`src/rtl/twi_shift_pkg.sv`:
```
package twi_shift_pkg;

  typedef enum logic [1:0] {
    SEL_DATA = 2'd0,
    SEL_BUF  = 2'd1,
    SEL_STAT = 2'd2,
    SEL_CTRL = 2'd3
  } reg_sel_e;

  localparam int CTRL_TOGGLE = 0;
  localparam int CTRL_DRIVE  = 1;

  typedef struct packed {
    logic level;
    logic rise;
    logic fall;
  } pin_ev_t;

endpackage

```
`src/rtl/twi_pin_sync.sv`:
```
module twi_pin_sync
  import twi_shift_pkg::*;
#(
  parameter int STAGES = 2
) (
  input  logic    clk,
  input  logic    rst_n,
  input  logic    pin_i,
  output pin_ev_t ev_o
);
  logic [STAGES-1:0] chain_q;
  logic              prev_q;

  always_ff @(posedge clk or negedge rst_n) begin
    if (!rst_n) begin
      chain_q <= '1;
      prev_q  <= 1'b1;
    end else begin
      chain_q <= {chain_q[STAGES-2:0], pin_i};
      prev_q  <= chain_q[STAGES-1];
    end
  end

  always_comb begin
    ev_o.level = chain_q[STAGES-1];
    ev_o.rise  = chain_q[STAGES-1] & ~prev_q;
    ev_o.fall  = ~chain_q[STAGES-1] & prev_q;
  end
endmodule

```
`src/rtl/twi_cond_detect.sv`:
```
module twi_cond_detect
  import twi_shift_pkg::*;
(
  input  pin_ev_t scl_ev,
  input  pin_ev_t sda_ev,
  output logic    start_evt,
  output logic    stop_evt
);
  // Bus conditions: data moves while clock is high
  always_comb begin
    start_evt = sda_ev.fall & scl_ev.level;
    stop_evt  = sda_ev.rise & scl_ev.level;
  end
endmodule

```
`src/rtl/twi_edge_counter.sv`:
```
module twi_edge_counter #(
  parameter int CNT_W = 4
) (
  input  logic             clk,
  input  logic             rst_n,
  input  logic             edge_i,
  input  logic             load_i,
  input  logic [CNT_W-1:0] load_val,
  output logic [CNT_W-1:0] cnt_o,
  output logic             wrap_o
);
  localparam logic [CNT_W-1:0] CNT_MAX = '1;

  logic [CNT_W-1:0] cnt_q;

  always_ff @(posedge clk or negedge rst_n) begin
    if (!rst_n)      cnt_q <= '0;
    else if (load_i) cnt_q <= load_val;
    else if (edge_i) cnt_q <= cnt_q + CNT_W'(1);
  end

  assign cnt_o  = cnt_q;
  assign wrap_o = edge_i & ~load_i & (cnt_q == CNT_MAX);
endmodule

```
`src/rtl/twi_shifter.sv`:
```
module twi_shifter #(
  parameter int DATA_W = 8
) (
  input  logic              clk,
  input  logic              rst_n,
  input  logic              wr_i,
  input  logic [DATA_W-1:0] wdata_i,
  input  logic              rise_i,
  input  logic              fall_i,
  input  logic              sda_i,
  output logic [DATA_W-1:0] shift_o,
  output logic [DATA_W-1:0] shift_next_o
);
  logic [DATA_W-1:0] shift_q;
  logic              cap_q;

  always_comb begin
    if (wr_i)        shift_next_o = wdata_i;
    else if (fall_i) shift_next_o = {shift_q[DATA_W-2:0], cap_q};
    else             shift_next_o = shift_q;
  end

  always_ff @(posedge clk or negedge rst_n) begin
    if (!rst_n) begin
      shift_q <= '1;
      cap_q   <= 1'b1;
    end else begin
      if (rise_i) cap_q <= sda_i;
      shift_q <= shift_next_o;
    end
  end

  assign shift_o = shift_q;
endmodule

```
`src/rtl/twi_shift_unit.sv`:
```
module twi_shift_unit
  import twi_shift_pkg::*;
#(
  parameter int DATA_W      = 8,
  parameter int SYNC_STAGES = 2
) (
  input  logic              clk,
  input  logic              rst_n,
  input  logic              reg_wr,
  input  logic [1:0]        reg_addr,
  input  logic [DATA_W-1:0] reg_wdata,
  output logic [DATA_W-1:0] reg_rdata,
  input  logic              scl_in,
  input  logic              sda_in,
  output logic              scl_oe,
  output logic              sda_oe
);
  localparam int CNT_W   = $clog2(2 * DATA_W);
  localparam int ST_START = DATA_W - 1;
  localparam int ST_OVF   = DATA_W - 2;
  localparam int ST_STOP  = DATA_W - 3;
  localparam int ST_COLL  = DATA_W - 4;
  localparam int NPINS    = 2;

  // pin index 0 = clock line, 1 = data line
  logic [NPINS-1:0] pins_in;
  pin_ev_t          pin_ev [NPINS];
  pin_ev_t          scl_ev, sda_ev;

  assign pins_in = {sda_in, scl_in};

  for (genvar p = 0; p < NPINS; p++) begin : g_sync
    twi_pin_sync #(.STAGES(SYNC_STAGES)) u_sync (
      .clk   (clk),
      .rst_n (rst_n),
      .pin_i (pins_in[p]),
      .ev_o  (pin_ev[p])
    );
  end

  assign scl_ev = pin_ev[0];
  assign sda_ev = pin_ev[1];

  logic data_wr, stat_wr, ctrl_wr;
  assign data_wr = reg_wr & (reg_addr == SEL_DATA);
  assign stat_wr = reg_wr & (reg_addr == SEL_STAT);
  assign ctrl_wr = reg_wr & (reg_addr == SEL_CTRL);

  logic start_evt, stop_evt;
  twi_cond_detect u_cond (
    .scl_ev    (scl_ev),
    .sda_ev    (sda_ev),
    .start_evt (start_evt),
    .stop_evt  (stop_evt)
  );

  logic [CNT_W-1:0] cnt;
  logic             wrap;
  twi_edge_counter #(.CNT_W(CNT_W)) u_cnt (
    .clk      (clk),
    .rst_n    (rst_n),
    .edge_i   (scl_ev.rise | scl_ev.fall),
    .load_i   (stat_wr),
    .load_val (reg_wdata[CNT_W-1:0]),
    .cnt_o    (cnt),
    .wrap_o   (wrap)
  );

  logic [DATA_W-1:0] shift_q, shift_d;
  twi_shifter #(.DATA_W(DATA_W)) u_shift (
    .clk          (clk),
    .rst_n        (rst_n),
    .wr_i         (data_wr),
    .wdata_i      (reg_wdata),
    .rise_i       (scl_ev.rise),
    .fall_i       (scl_ev.fall),
    .sda_i        (sda_ev.level),
    .shift_o      (shift_q),
    .shift_next_o (shift_d)
  );

  logic              start_q, ovf_q, stop_q, coll_q, hold_q;
  logic              scl_lvl_q, drive_q;
  logic [DATA_W-1:0] buf_q;
  logic              start_d, ovf_d, stop_d, hold_d;

  // flag set wins over a same-cycle write-one-to-clear
  always_comb begin
    start_d = start_evt | (start_q & ~(stat_wr & reg_wdata[ST_START]));
    ovf_d   = wrap      | (ovf_q   & ~(stat_wr & reg_wdata[ST_OVF]));
    stop_d  = stop_evt  | (stop_q  & ~(stat_wr & reg_wdata[ST_STOP]));
    hold_d  = (start_d | ovf_d) & (hold_q | scl_ev.fall);
  end

  always_ff @(posedge clk or negedge rst_n) begin
    if (!rst_n) begin
      start_q   <= 1'b0;
      ovf_q     <= 1'b0;
      stop_q    <= 1'b0;
      hold_q    <= 1'b0;
      coll_q    <= 1'b0;
      scl_lvl_q <= 1'b1;
      drive_q   <= 1'b0;
      buf_q     <= '0;
    end else begin
      start_q <= start_d;
      ovf_q   <= ovf_d;
      stop_q  <= stop_d;
      hold_q  <= hold_d;
      if (scl_ev.rise) coll_q <= drive_q & (shift_q[DATA_W-1] != sda_ev.level);
      if (wrap) buf_q <= shift_d;
      if (ctrl_wr) begin
        drive_q <= reg_wdata[CTRL_DRIVE];
        if (reg_wdata[CTRL_TOGGLE]) scl_lvl_q <= ~scl_lvl_q;
      end
    end
  end

  assign scl_oe = ~scl_lvl_q | hold_q;
  assign sda_oe = drive_q & ~shift_q[DATA_W-1];

  always_comb begin
    reg_rdata = '0;
    unique case (reg_addr)
      SEL_DATA: reg_rdata = shift_q;
      SEL_BUF:  reg_rdata = buf_q;
      SEL_STAT: begin
        reg_rdata[ST_START]  = start_q;
        reg_rdata[ST_OVF]    = ovf_q;
        reg_rdata[ST_STOP]   = stop_q;
        reg_rdata[ST_COLL]   = coll_q;
        reg_rdata[CNT_W-1:0] = cnt;
      end
      default: begin
        reg_rdata[CTRL_DRIVE]  = drive_q;
        reg_rdata[CTRL_TOGGLE] = scl_lvl_q;
      end
    endcase
  end
endmodule

```
`config.mk`:
```
export PLATFORM = sky130hd
export DESIGN_NAME = twi_shift_unit
export DESIGN_NICKNAME = d
export VERILOG_FILES = /design/src/rtl/twi_shift_pkg.sv /design/src/rtl/twi_pin_sync.sv /design/src/rtl/twi_cond_detect.sv /design/src/rtl/twi_edge_counter.sv /design/src/rtl/twi_shifter.sv /design/src/rtl/twi_shift_unit.sv
export SDC_FILE = /design/constraint.sdc
export NUM_CORES = 1
export LEC_CHECK = 0
export ABC_AREA = 1
export BUFFER_PORTS_ARGS = -buffer_cell sky130_fd_sc_hd__buf_4
export CORE_ASPECT_RATIO = 0.5
export CORE_MARGIN = 4
export CORE_UTILIZATION = 56
export CTS_CLUSTER_SIZE = 10
export DETAILED_ROUTE_END_ITERATION = 8
export PLACE_DENSITY = 0.77
export REMOVE_ABC_BUFFERS = 1
export SYNTH_ARGS = -nofsm -noshare
export SYNTH_HDL_FRONTEND = slang
export SYNTH_SLANG_ARGS = --single-unit
```
`constraint.sdc`:
```
create_clock -name clk -period 1.6 [get_ports clk]
set_input_delay 0.32 -clock clk [delete_from_list [all_inputs] [get_ports clk]]
set_output_delay 0.32 -clock clk [all_outputs]
set_load 0.1 [all_outputs]
```
==> results of run 1 <==
metrics by stage:
stage	utilization, %	TNS, ps
floorplan	-	-4513
global placement	72.40	-7.205
detailed placement	72.40	-14.62
CTS	78.19	0
global route	82.13	-156.1
finish	82.13	0
registers in the layout (all words and copies together), names as in the netlist:
name,flops
g_sync.u_sync.prev_q,2
start_q,1
hold_q,1
buf_q,8
ovf_q,1
g_sync.u_sync.chain_q,4
u_shift.shift_o,8
scl_lvl_q,1
stop_q,1
coll_q,1
u_shift.cap_q,1
u_cnt.cnt_o,4
drive_q,1
worst max path at each step:
stage	cells past startpoint	slack (ps)	to
finish	8	10	u_cnt.cnt_o[3]
global placement	6	-7	reg_rdata[2]
global route	8	-40	u_cnt.cnt_o[3]
detailed placement	8	-10	reg_rdata[1]
floorplan	2	-1210	reg_rdata[1]
CTS	3	2	reg_rdata[0]
per-layer routing:
metal | global-route usage [%] | vias up | wire length, um
met5 | 0 | - | 0
met3 | 6.305 | 13 | 409
met2 | 37.08 | 85 | 1935
met4 | 7.764 | 0 | 82
li1 | - | 757 | -
met1 | 32.79 | 759 | 2114
cell type report:
type	count	area, sq um	area share [%]
Sequential cell	34	870.8	38.35
Multi-Input combinational cell	150	779.5	34.33
Timing Repair Buffer	43	395.4	17.41
Inverter	22	83.83	3.691
Clock buffer	6	82.58	3.636
Tap cell	37	46.29	2.039
Clock inverter	2	12.51	0.5510
what timing repair did:
item,4_1_cts,5_1_grt
buffers inserted,1,7
endpoints found under the hold margin,18,0
endpoints found under the setup margin,8,12
resized for setup,13,17
pin swaps,1,4
hold buffers,1,0
kinds of logic (layout without fill, tap and decap cells):
kind of cell / count (synthesis) / after routing / share of synthesized area [%]
buffers and inverters: 26 / 73 / 6.763
adder cells (fa/ha/maj): 3 / 3 / 2.182
AO/OA/AOI/OAI: 22 / 22 / 7.782
AND/OR/NAND/NOR: 123 / 123 / 31.64
flip-flops: 34 / 34 / 50.62
XOR/XNOR: 2 / 2 / 1.018
cells in the final DEF, fill, tap and decap left out:
cell type      instances
ha_1                   2
nand4_1                2
dfrtp_1               18
nor2_4                 1
inv_2                  4
nor2_2                 3
clkbuf_8               7
dlygate4sd3_1          1
nand2_2                4
buf_4                 31
o2111ai_4              1
o21ai_0                9
xor2_1                 2
nor2_1                 7
or2_2                  4
clkinvlp_4             1
or2_4                  1
inv_1                 17
clkinv_2               2
nand3_4                2
buf_6                  7
buf_12                 3
a21oi_1                2
dfstp_2               16
o31ai_1                1
a21oi_2                1
o211ai_1               4
o21ai_2                2
nand3_1               18
o21ai_1                2
nand2_1               81
ha_4                   1
where the power goes:
group | total (mW) | internal, mW | switching, mW
combinational | 1.42 | 0.486 | 0.929
clock | 0.675 | 0.346 | 0.329
sequential | 1.25 | 1.11 | 0.140
total | 3.34 | 1.94 | 1.40
==> results.toml, run 1 <==
[outcome]
status = "finished, final reports clean"

[grt]
grt_max_degree = 35
grt-ovfl-total = 0
first_global_vias = 1470
antenna_found_initial = 0
grt_util_all_layers_pct = 23.69
grt_first_pass_wirelength_um = 7003

[cts]
ctsRootBufferMaster = "clkbuf_8"
insertion_delay_ps = 290
clock_sinks = 34
cts_buffers = 5
clk_pin_slew_ps = 70
h-tree-depth = 2
cts_buffer_depth = 2
cts_tree = "done"

[floorplan]
die_x_um = 86.39
io_pins = 25
core_sq_um = 2765
die-area_sq_um = 4077
start_util_pct = 62.22
die_y_um = 47.20
rows = 13

[yosys]
syn_inst = 210
yosysTopAreaCellShare_pct = 26.18
synth-edff-count = 0
postSynth.asyncResetShare_pct = 100.0
synth.avg_cell_area_sq_um = 8.192
yosysTopAreaCell = "dfrtp_1"
ys.flop_type = "dfrtp_1"
synth_area_leaders = "dfrtp_1, dfstp_2, nand2_1, nand3_1, inv_1"
ys_types = 24
netlist_area_sq_um = 1720
ys_seq_elements = 34
ys_seq_area_share_pct = 50.62
yosys_warnings = 0
synth_commonest_cells = "nand2_1, inv_1, dfrtp_1, nand3_1, dfstp_2"
post-synth-top-count-cell = "nand2_1"

[power]
power_density_nw_per_um2 = 1469
irDropWorstVdd_uv = 917.8
power.total_mw = 3.336
p_leak_nw = 1.133

[worst_setup_path]
endpoint_kind = "register"
r2r-end = "u_cnt.cnt_o[3]"
slowest_delay_ps = 560
start_kind = "register"
path_cells = "inv_1 > ha_1 > inv_2 > buf_4 > nand2_1 > o21ai_0 > o21ai_0 > nand2_1"
worstRegToRegCells = 8
path_max_fanout = 3
crit_type = "reg2reg"
worstPathRequired_ps = 1770
critPathSlowestCell = "dfstp_2"
cp.buffers_inverters = 3
crit_path_start = "g_sync[0].u_sync.prev_q"
r2r_slack_ps = 10
cp.arrival_ps = 1760
worstReg2RegStart = "g_sync[0].u_sync.prev_q"
critical_path.top_delay_family = "flip-flops"

[timing]
maxSlewHeadroom_pct = 71.53
min_period_over_period_pct = 99.30
setup_viol = 0
slew_viol_final = 0
hold_violations = 0
finClkSkew_ps = 6.918
fin_ws_ps = 11.21
rsz0062_at_grt = "yes"
fmax_ghz = 0.6294
whs_ps = 133.3
worst_pin_slew_ps = 427.0
fin_crit_ps = 1589

[cells_and_area]
antenna_cells = 0
fin_cells = 294
fillers = 163
fin_nets = 274
drive_above_1_share_pct = 35.41
fin_area_sq_um = 2271
area_delta_synth_final_pct = 32.00

[placed_design]
io_buffer_count = 24
gp_congestion = 0.8851
placed_cells = 277
placed_area_sq_um = 2002
dpl.hpwl_um = 3012
dpl_worst_slack_ps = -11.20

[hold_path]
whs_path_depth = 1
hold_path_end = "g_sync[0].u_sync.chain_q[0]"
hold_start = "scl_in"
hold_path.class = "in2reg"

[job]
cap_violations = 0

[routing]
first_iter_violations = 130
via_per_inst = 5.490
num_vias = 1614
detail-route-antenna-nets = 0
drcViolationCount = 0
wire_per_inst_um = 15.45
drtPass1Iterations = 5
wl_um = 4541
(Power assumes the default switching activity.)
==> run 2, diff against run 1 <==
--- a/config.mk
+++ b/config.mk
@@ -14,6 +14,8 @@
 export DETAILED_ROUTE_END_ITERATION = 8
 export PLACE_DENSITY = 0.77
 export REMOVE_ABC_BUFFERS = 1
+export SKIP_CTS_REPAIR_TIMING = 1
 export SYNTH_ARGS = -nofsm -noshare
 export SYNTH_HDL_FRONTEND = slang
 export SYNTH_SLANG_ARGS = --single-unit
+export TNS_END_PERCENT = 10
==> constraint.sdc (replaced) <==
create_clock -name clk -period 1.6 [get_ports clk]
set_input_delay 0.16 -clock clk [delete_from_list [all_inputs] [get_ports clk]]
set_output_delay 0.16 -clock clk [all_outputs]
set_load 0.1 [all_outputs]
==> run 2 against run 1 <==
Core utilization fell by 3.9 points. Clock power rose by 15%. Routed wire length fell by 2.2%. Combinational power fell by 17%. Clock skew fell by 2.7 ps. Fmax rose by 2.8%. Worst hold slack got worse by 10 ps. Sequential power barely moved. Non-clock buffer count fell by 7. Largest power group is now sequential cells. Die area did not move. First-iteration DRC count fell by 23%.
==> results.toml, run 2 (synthesized netlist as in run 1, its figures left out) <==
[placed_design]
dpl_worst_slack_ps = 4.461
gp_congestion = 0.8351
dpl.hpwl_um = 3050
placed_area_sq_um = 1979
io_buffer_count = 24

[worst_setup_path]
worstReg2RegStart = "g_sync[0].u_sync.chain_q[1]"
worstRegToRegCells = 8
worstPathRequired_ps = 1440
start_kind = "register"
endpoint_kind = "primary output"
path_max_fanout = 3
cp.arrival_ps = 1390
r2r-end = "hold_q"
crit_type = "reg2out"
r2r_slack_ps = 80

[hold_path]
whs_path_depth = 3
hold_path.class = "in2reg"
hold_path_end = "u_cnt.cnt_o[1]"
hold_start = "reg_wdata[1]"

[grt]
grt_first_pass_wirelength_um = 7024
grt_max_degree = 35
antenna_found_initial = 0
first_global_vias = 1483
grt-ovfl-total = 0
grt_util_all_layers_pct = 23.85

[power]
power.internal_mw = 1.906
irDropWorstVdd_uv = 892.3
swShare_pct = 40.67
p_leak_nw = 1.080
p_clk_share_pct = 24.2
comb_power_share_pct = 36.9
power_density_nw_per_um2 = 1486
p_switching_mw = 1.306
seqPwrFrac_pct = 38.9

[cells_and_area]
antenna_cells = 0
fin_area_sq_um = 2162
layout_common_cells = "nand2_1, buf_4, inv_1"
mostFrequentLayoutCell = "nand2_1"
area_delta_synth_final_pct = 25.67
postLayoutCoreUtil_pct = 78.19
fin_nets = 267
drive_above_1_share_pct = 29.60
fillers = 192

[cts]
cts_buffers = 5
ctsRootBufferMaster = "clkbuf_8"
insertion_delay_ps = 290
clock_sinks = 34
cts_buffer_depth = 2
cts_tree = "done"
h-tree-depth = 2
clk_pin_slew_ps = 70

[floorplan]
start_util_pct = 62.22
core_sq_um = 2765
die_x_um = 86.39
io_pins = 25
die_y_um = 47.20
die-area_sq_um = 4077
rows = 13

[routing]
detail-route-antenna-nets = 0
wl_um = 4442
via_per_inst = 5.415
drtPass1Iterations = 5
drcViolationCount = 0
num_vias = 1554
first_iter_violations = 100
wire_per_inst_um = 15.48

[timing]
hold_violations = 0
finClkSkew_ps = 4.236
whs_ps = 123.3
slew_viol_final = 0
tns_ps = 0
fmax_ghz = 0.6468
worst_pin_slew_ps = 426.1
maxSlewHeadroom_pct = 71.59
min_period_over_period_pct = 96.63
setup_viol = 0
fin_crit_ps = 1546
fin_ws_ps = 53.94

[outcome]
status = "finished, final reports clean"

[job]
cap_violations = 0
-- run 2: worst max-delay path, stage by stage (launching register included) --
cell,delay [ps]
dfstp_2,520
inv_1,70
or2_2,280
buf_4,230
-- run 2: how the worst max path moves through the flow --
stage / start / endpoint / slack [ps] / cells past startpoint
global placement: g_sync[0].u_sync.chain_q[1] / buf_q[4] / 60 / 7
CTS: g_sync[0].u_sync.prev_q / hold_q / -40 / 8
finish: scl_lvl_q / scl_oe / 50 / 3
global route: g_sync[0].u_sync.prev_q / u_cnt.cnt_o[3] / -20 / 8
floorplan: drive_q / reg_rdata[1] / -1040 / 2
detailed placement: g_sync[0].u_sync.chain_q[1] / buf_q[2] / 4 / 7
-- run 2: power groups by stage --
stage	clock network (mW)	registers [mW]	logic [mW]
global placement	0	1.25	1.12
global route	0.833	1.28	1.27
finish	0.779	1.25	1.18
CTS	0.778	1.25	1.16
detailed placement	0	1.26	1.15
floorplan	0	1.21	0.871
-- run 2: metal layers --
metal,track usage [%],vias up,routed length (um)
met4,9.006,0,32
met2,38.60,67,2055
met3,6.305,6,295
met5,0,-,0
met1,31.64,737,2058
li1,-,744,-
-- run 2: cell type report --
cell class              instances  area [sq um]  share of cell area, %
clock inverters                 1         30.03                  1.389
clock buffers                   7         76.32                  3.530
multi-input cells             150         760.7                  35.19
flip-flops and latches         34         870.8                  40.28
repair buffers                 36         294.0                  13.60
well taps                      37         46.29                  2.141
inverters                      22         83.83                  3.877
-- run 2: through the flow --
stage                     power, mW  std cells
after floorplan               2.086        206
after global placement        2.371        274
after detailed placement      2.403        274
after CTS                     3.181        282
after global routing          3.383        287
final                         3.212        287
